### src/rtl/zt_sram.sv
module zt_sram #(
  parameter int ADDR_W = 8,
  parameter int LANES  = 2,
  parameter int LANE_W = 9
) (
  input  logic                      clk,
  input  logic                      rst_n,
  input  logic                      flow_n,
  input  logic                      order_il,
  input  logic                      sel_a_n,
  input  logic                      sel_b,
  input  logic                      sel_c_n,
  input  logic                      we_n,
  input  logic                      burst_next,
  input  logic [LANES-1:0]          lane_we_n,
  input  logic [ADDR_W-1:0]         addr,
  input  logic [LANES*LANE_W-1:0]   wdata,
  input  logic                      oe_n,
  input  logic                      sleep,
  output logic [LANES*LANE_W-1:0]   rdata,
  output logic                      rdata_vld
);

  localparam int DW    = LANES * LANE_W;
  localparam int DEPTH = 1 << ADDR_W;

  logic [DW-1:0] mem [DEPTH];

  // burst state
  logic              b_act, b_wr;
  logic [ADDR_W-1:0] b_addr;
  logic [1:0]        b_beat;

  // command pipeline
  logic              s1_v, s1_wr, s2_v, s2_wr, pv_q;
  logic [ADDR_W-1:0] s1_a, s2_a;
  logic [LANES-1:0]  s1_be, s2_be;
  logic [DW-1:0]     dout;

  wire       sel      = !sel_a_n && sel_b && !sel_c_n;
  wire [1:0] nxt_beat = b_beat + 2'd1;
  wire [1:0] lsb_lin  = b_addr[1:0] + nxt_beat;
  wire [1:0] lsb_il   = b_addr[1:0] ^ nxt_beat;
  wire       cont     = burst_next && b_act && !sleep;
  wire       fresh    = !burst_next && sel && !sleep;

  wire              cmd_v  = cont || fresh;
  wire              cmd_wr = cont ? b_wr : !we_n;
  wire [ADDR_W-1:0] cmd_a  = cont ? {b_addr[ADDR_W-1:2], order_il ? lsb_il : lsb_lin} : addr;

  always_ff @(posedge clk or negedge rst_n) begin
    if (!rst_n) begin
      b_act  <= 1'b0;
      b_wr   <= 1'b0;
      b_addr <= '0;
      b_beat <= '0;
      s1_v   <= 1'b0;
      s1_wr  <= 1'b0;
      s1_a   <= '0;
      s1_be  <= '0;
      s2_v   <= 1'b0;
      s2_wr  <= 1'b0;
      s2_a   <= '0;
      s2_be  <= '0;
      pv_q   <= 1'b0;
      dout   <= '0;
    end else begin
      if (sleep) begin
        b_act <= 1'b0;
      end else if (burst_next) begin
        if (b_act) b_beat <= nxt_beat;
      end else if (sel) begin
        b_act  <= 1'b1;
        b_wr   <= !we_n;
        b_addr <= addr;
        b_beat <= '0;
      end else begin
        b_act <= 1'b0;
      end
      s1_v  <= cmd_v;
      s1_wr <= cmd_wr;
      s1_a  <= cmd_a;
      s1_be <= ~lane_we_n;
      s2_v  <= s1_v;
      s2_wr <= s1_wr;
      s2_a  <= s1_a;
      s2_be <= s1_be;
      pv_q  <= s1_v && !s1_wr;
      dout  <= merged;
    end
  end

  // late write: one slot later in flow-through, two in pipelined
  wire              wr_fire = flow_n ? (s2_v && s2_wr) : (s1_v && s1_wr);
  wire [ADDR_W-1:0] wr_a    = flow_n ? s2_a : s1_a;
  wire [LANES-1:0]  wr_be   = flow_n ? s2_be : s1_be;

  always_ff @(posedge clk) begin
    for (int l = 0; l < LANES; l++)
      if (wr_fire && wr_be[l])
        mem[wr_a][l*LANE_W +: LANE_W] <= wdata[l*LANE_W +: LANE_W];
  end

  wire [DW-1:0] mem_rd = mem[s1_a];
  wire          hit    = s2_v && s2_wr && (s2_a == s1_a);
  logic [DW-1:0] merged;

  for (genvar l = 0; l < LANES; l++) begin : g_lane
    assign merged[l*LANE_W +: LANE_W] = (hit && s2_be[l]) ? wdata[l*LANE_W +: LANE_W]
                                                          : mem_rd[l*LANE_W +: LANE_W];
  end

  wire          vld_sync  = flow_n ? pv_q : (s1_v && !s1_wr);
  wire [DW-1:0] data_sync = flow_n ? dout : mem_rd;

  assign rdata_vld = vld_sync && !oe_n && !sleep;
  assign rdata     = rdata_vld ? data_sync : '0;

  a_r4_deselect: assert property (@(posedge clk) disable iff (!rst_n)
    (!burst_next && !sel) |=> !s1_v);

  a_r8_sleep_blocks: assert property (@(posedge clk) disable iff (!rst_n)
    sleep |=> (!s1_v && !b_act));

  a_r7_beat_step: assert property (@(posedge clk) disable iff (!rst_n)
    (burst_next && b_act && !sleep) |=> (b_beat == $past(b_beat) + 2'd1));

  a_r6_oe_off: assert property (@(posedge clk) disable iff (!rst_n)
    oe_n |-> (!rdata_vld && rdata == '0));

  a_r2_pipe_slot: assert property (@(posedge clk) disable iff (!rst_n)
    (flow_n && !oe_n && !sleep && $past(s1_v && !s1_wr)) |-> rdata_vld);

endmodule

### config.mk
export PLATFORM = sky130hd
export DESIGN_NAME = zt_sram
export DESIGN_NICKNAME = d
export VERILOG_FILES = /design/src/rtl/zt_sram.sv
export SDC_FILE = /design/constraint.sdc
export NUM_CORES = 2
export LEC_CHECK = 0
export BUFFER_PORTS_ARGS = -buffer_cell sky130_fd_sc_hd__buf_4
export CAP_MARGIN = 40
export CORE_ASPECT_RATIO = 1.75
export CORE_MARGIN = 2
export CORE_UTILIZATION = 55
export DETAILED_ROUTE_END_ITERATION = 10
export PLACE_DENSITY = 0.72
export SLEW_MARGIN = 0
export SYNTH_ARGS = -nofsm -noshare
export SYNTH_HDL_FRONTEND = slang
export SYNTH_MEMORY_MAX_BITS = 65536
export SYNTH_SLANG_ARGS = --single-unit
### constraint.sdc
create_clock -name clk -period 7.1 [get_ports clk]
set_input_delay 1.065 -clock clk [delete_from_list [all_inputs] [get_ports clk]]
set_output_delay 1.065 -clock clk [all_outputs]
set_load 0.1 [all_outputs]
==> summary.md <==
| Metric | Value |
|---|---|
| Status | finished, violations left |
| Failing checks | negative setup slack |
| Layout cell share with drive strength beyond 1 | 0.2693 |
| Worst Hold End | b_wr$_DFFE_PN0P_ |
| Synth warn | 0 |
| Final Util | 0.6203 |
| Worst rel slew slack | 0.1036 |
| Mean Syn Cell Area | 21.11 µm² |
| Initial antenna violation count | 32 |
| Max Clock Freq | 138.9 MHz |
| End of the worst register-to-register path | mem[210][4]$_DFFE_PP_ |
| Synthesized cell area | 181100 µm² |
| Crit Path Category | register to output pin |
| Post-route ant nets | 0 |
| Worst hold path type | primary input to register |
| CTS max path bufs | 4 |
| Most used cell, CP | buf_4 |
| GRT Residual Overflow | 0 |
| Global-route wire length before repair | 727.8 mm |
| Worst path bufs/invs | 3 |
| Final worst slack | -0.09693 ns |
| Mapped Cells | 8577 |
| Crit path cell chain | buf_12, buf_4, mux2i_1, o21ai_0, a221o_1, nand4_1, a31oi_1, o311ai_1, a21oi_1, buf_4 |
| Clock Latency Late Sink | 0.97 ns |
| Cell at the slowest stage of the critical path | dfrtp_4 |
| Fin nets | 9295 |
| Vias in the first global route | 94070 |
| Via count | 94390 |
| Worst clock skew | 0.05428 ns |
| Highest routed metal layer | met5 |
| Total CTS buffers | 381 |
| RR Startpoint | s1_a[6]$_DFF_PN0_ |
| CP top delay family | compound AO/OA/AOI/OAI gates |
| Worst-Margin Slew | 1.345 ns |
| WP data required | 6.03 ns |
| Placer Congestion | 0.9393 |
| Leak pwr | 0.06476 µW |
| Area growth syn-to-layout | 12.24% |
| Largest cells by area after synthesis | edfxtp_1 (76%), mux4_2 (13%), mux2i_1 (2.0%), nor2_1 (1.2%), dfrtp_1 (0.76%) |
| Initial Utilization | 0.5526 |
| Crit Path Max Fanout | 37 |
| Post-synth top cells | edfxtp_1 (4608), mux4_2 (1039), nor2_1 (590), mux2i_1 (366), nand2_1 (312) |
| Pre-CTS setup slack | 0.7988 ns |
| Pwr dens | 269.6 nW/µm² |
| CP Launch Point | s1_a[1]$_DFF_PN0_ |
| Routed length on met2 | 255.2 mm |
| Peak supply drop | 245.1 µV |
| Die width | 437.7 µm |
| Rows | 278 |
| Tmin final | 7.197 ns |
| Dpl cells | 13190 |
| Max incr delay on CP | 0.91 ns |
| Register area share after synthesis | 0.7718 |
| CTS tree | done |
| Worst EP arrival | 6.13 ns |
| Share of the synthesized area in the top cell type | 0.7642 |
| CORE AREA | 327700 µm² |
| Top FF cell, synth | edfxtp_1 |
| Flop-to-flop setup slack | 1.48 ns |
| Tot GR Track Use | 0.3135 |
| WL/cell | 37.70 µm |
| Syn Nets | 8617 |
| DRT met1 WL | 166.5 mm |
| Worst reg2reg path depth | 6 |
| CP Depth | 10 |
| Detailed Route WL | 524.6 mm |
| Die H | 763.1 µm |
| EDFF count, synth | 4608 |
| Post-synth top area cell | edfxtp_1 |
| CTS H-Tree Depth | 5 |
| Max Slew Vio Count | 0 |
| Worst-path clk slew | 0.07 ns |
| RSZ-0062 raised after global routing | no |
| Vias per inst | 6.783 |
| Hold depth | 2 |
| Hold_sp | we_n |
| Largest net degree at the start of global routing | 213 |
| Root buffer cell | clkbuf_16 |
| DPL Wire Length | 336.9 mm |
| # clock sinks | 4663 |
| Crit path launch type | register |
| Post-synth cell types | 80 |
| I/O pins | 58 |
| Setup violators final | 4 |
| Setup crit end kind | output pin |
| Port Buffers | 57 |
| Period utilization | 1.014 |
| Routed wire length on met3 | 53.85 mm |
| DRT iter0 DRCs | 13800 |
| Top-count cell post-synth | edfxtp_1 |
| Tot Pwr | 54810 µW |
| Non-filler cells, final | 13920 |
| Synth async-reset ratio | 0.01179 |
| Full die area | 334000 µm² |
| TritonRoute pass-1 iters | 6 |
| Seq cells post-synth | 4663 |
| Postcts setup bufs | 0 |
| MaxCap Viol Count | 0 |
| Number of remaining DRC errors | 0 |
| Final Hold Fails | 0 |
## worst register-to-register path, delay by kind of cell (launching register included)
family                 cells  cell delay (ns)
DFF                        1             0.94
AOI/OAI and AO/OA          1             0.74
buffers and inverters      1             0.76
and+or+nand+nor            4             2.80
## layout make-up
type / instances / area (µm²)
sequential: 4663 / 139800
fill: 21790 / 124400
multi-input combinational: 3371 / 38400
clock buffer: 460 / 10010
timing repair buffer: 819 / 7239
tap: 4340 / 5430
clock inverter: 219 / 2248
inverter: 19 / 91.34
antenna: 24 / 60.06
## flip-flops by register name (all words and copies together), names as in the netlist
register and count:
mem 4608, dout 18, b_addr 8, s1_a 8, s2_a 8, b_beat 2, s1_be 2, s2_be 2
b_act 1, b_wr 1, pv_q 1, s1_v 1, s1_wr 1, s2_v 1, s2_wr 1
## power by group
part           internal [µW]  total, µW  leakage [µW]  switching, µW
registers              30300      30300        0.0420           47.2
logic                   1040       3220        0.0167           2180
clock network          11600      21300       0.00600           9670
total                  42900      54800        0.0648          11900
## layout by cell type (no fill, tap or decap), types with 42 or more instances in the layout
cell	count
nand3_1	58
clkinv_2	76
mux4_2	1039
edfxtp_1	4608
mux2i_1	366
o22ai_1	149
buf_4	698
clkbuf_16	388
a22oi_1	84
clkinv_1	62
mux2_2	85
a221oi_1	57
nand2_1	292
nor2_1	581
bufinv_16	42
clkbuf_1	69
dfrtp_1	48
buf_12	57
a21oi_1	95
o21ai_0	55
## repair_timing
item | 4_1_cts | 5_1_grt
pin swaps | 0 | 0
setup endpoints to repair | 1 | 2
endpoints found under the hold margin | 3 | 0
gates resized for setup | 2 | 4
hold buffers | 1 | 0
## cell families after synthesis
| kind of cell | count (synthesis) | synth area share |
|---|---|---|
| adder cells (fa/ha/maj) | 1 | 0.00006909 |
| buffers and inverters | 543 | 0.01788 |
| AO/OA/AOI/OAI | 733 | 0.02854 |
| AND/OR/NAND/NOR | 1134 | 0.02637 |
| multiplexers | 1492 | 0.1549 |
| XOR/XNOR | 11 | 0.0005320 |
| flip-flops | 4663 | 0.7718 |
## worst max path at each step
stage	end	slack (ns)
final	rdata[1]	-0.1
after floorplan	rdata[13]	1.70
after global placement	rdata[11]	0.09
after detailed placement	rdata[9]	0.80
after global routing	rdata[9]	0.04
after CTS	rdata[4]	0.14
## metrics by stage
step / hold WS [ns] / instance area [µm²] / TNS [ns]
3_5_place_dp: 0.3665 / 190700 / 0
5_1_grt: 0.3436 / 203200 / 0
3_3_place_gp: 0.3605 / 188800 / 0
4_1_cts: 0.3124 / 203000 / 0
2_1_floorplan: 0.3519 / 181100 / 0
6_report: 0.3369 / 203200 / -0.1533
## routing by layer
layer | global-route usage | vias to the layer above
li1 | - | 36960
met1 | 0.3716 | 49450
met2 | 0.5050 | 6432
met3 | 0.06717 | 1541
met4 | 0.2388 | 12
met5 | 0 | -
(Power assumes the default switching activity.)
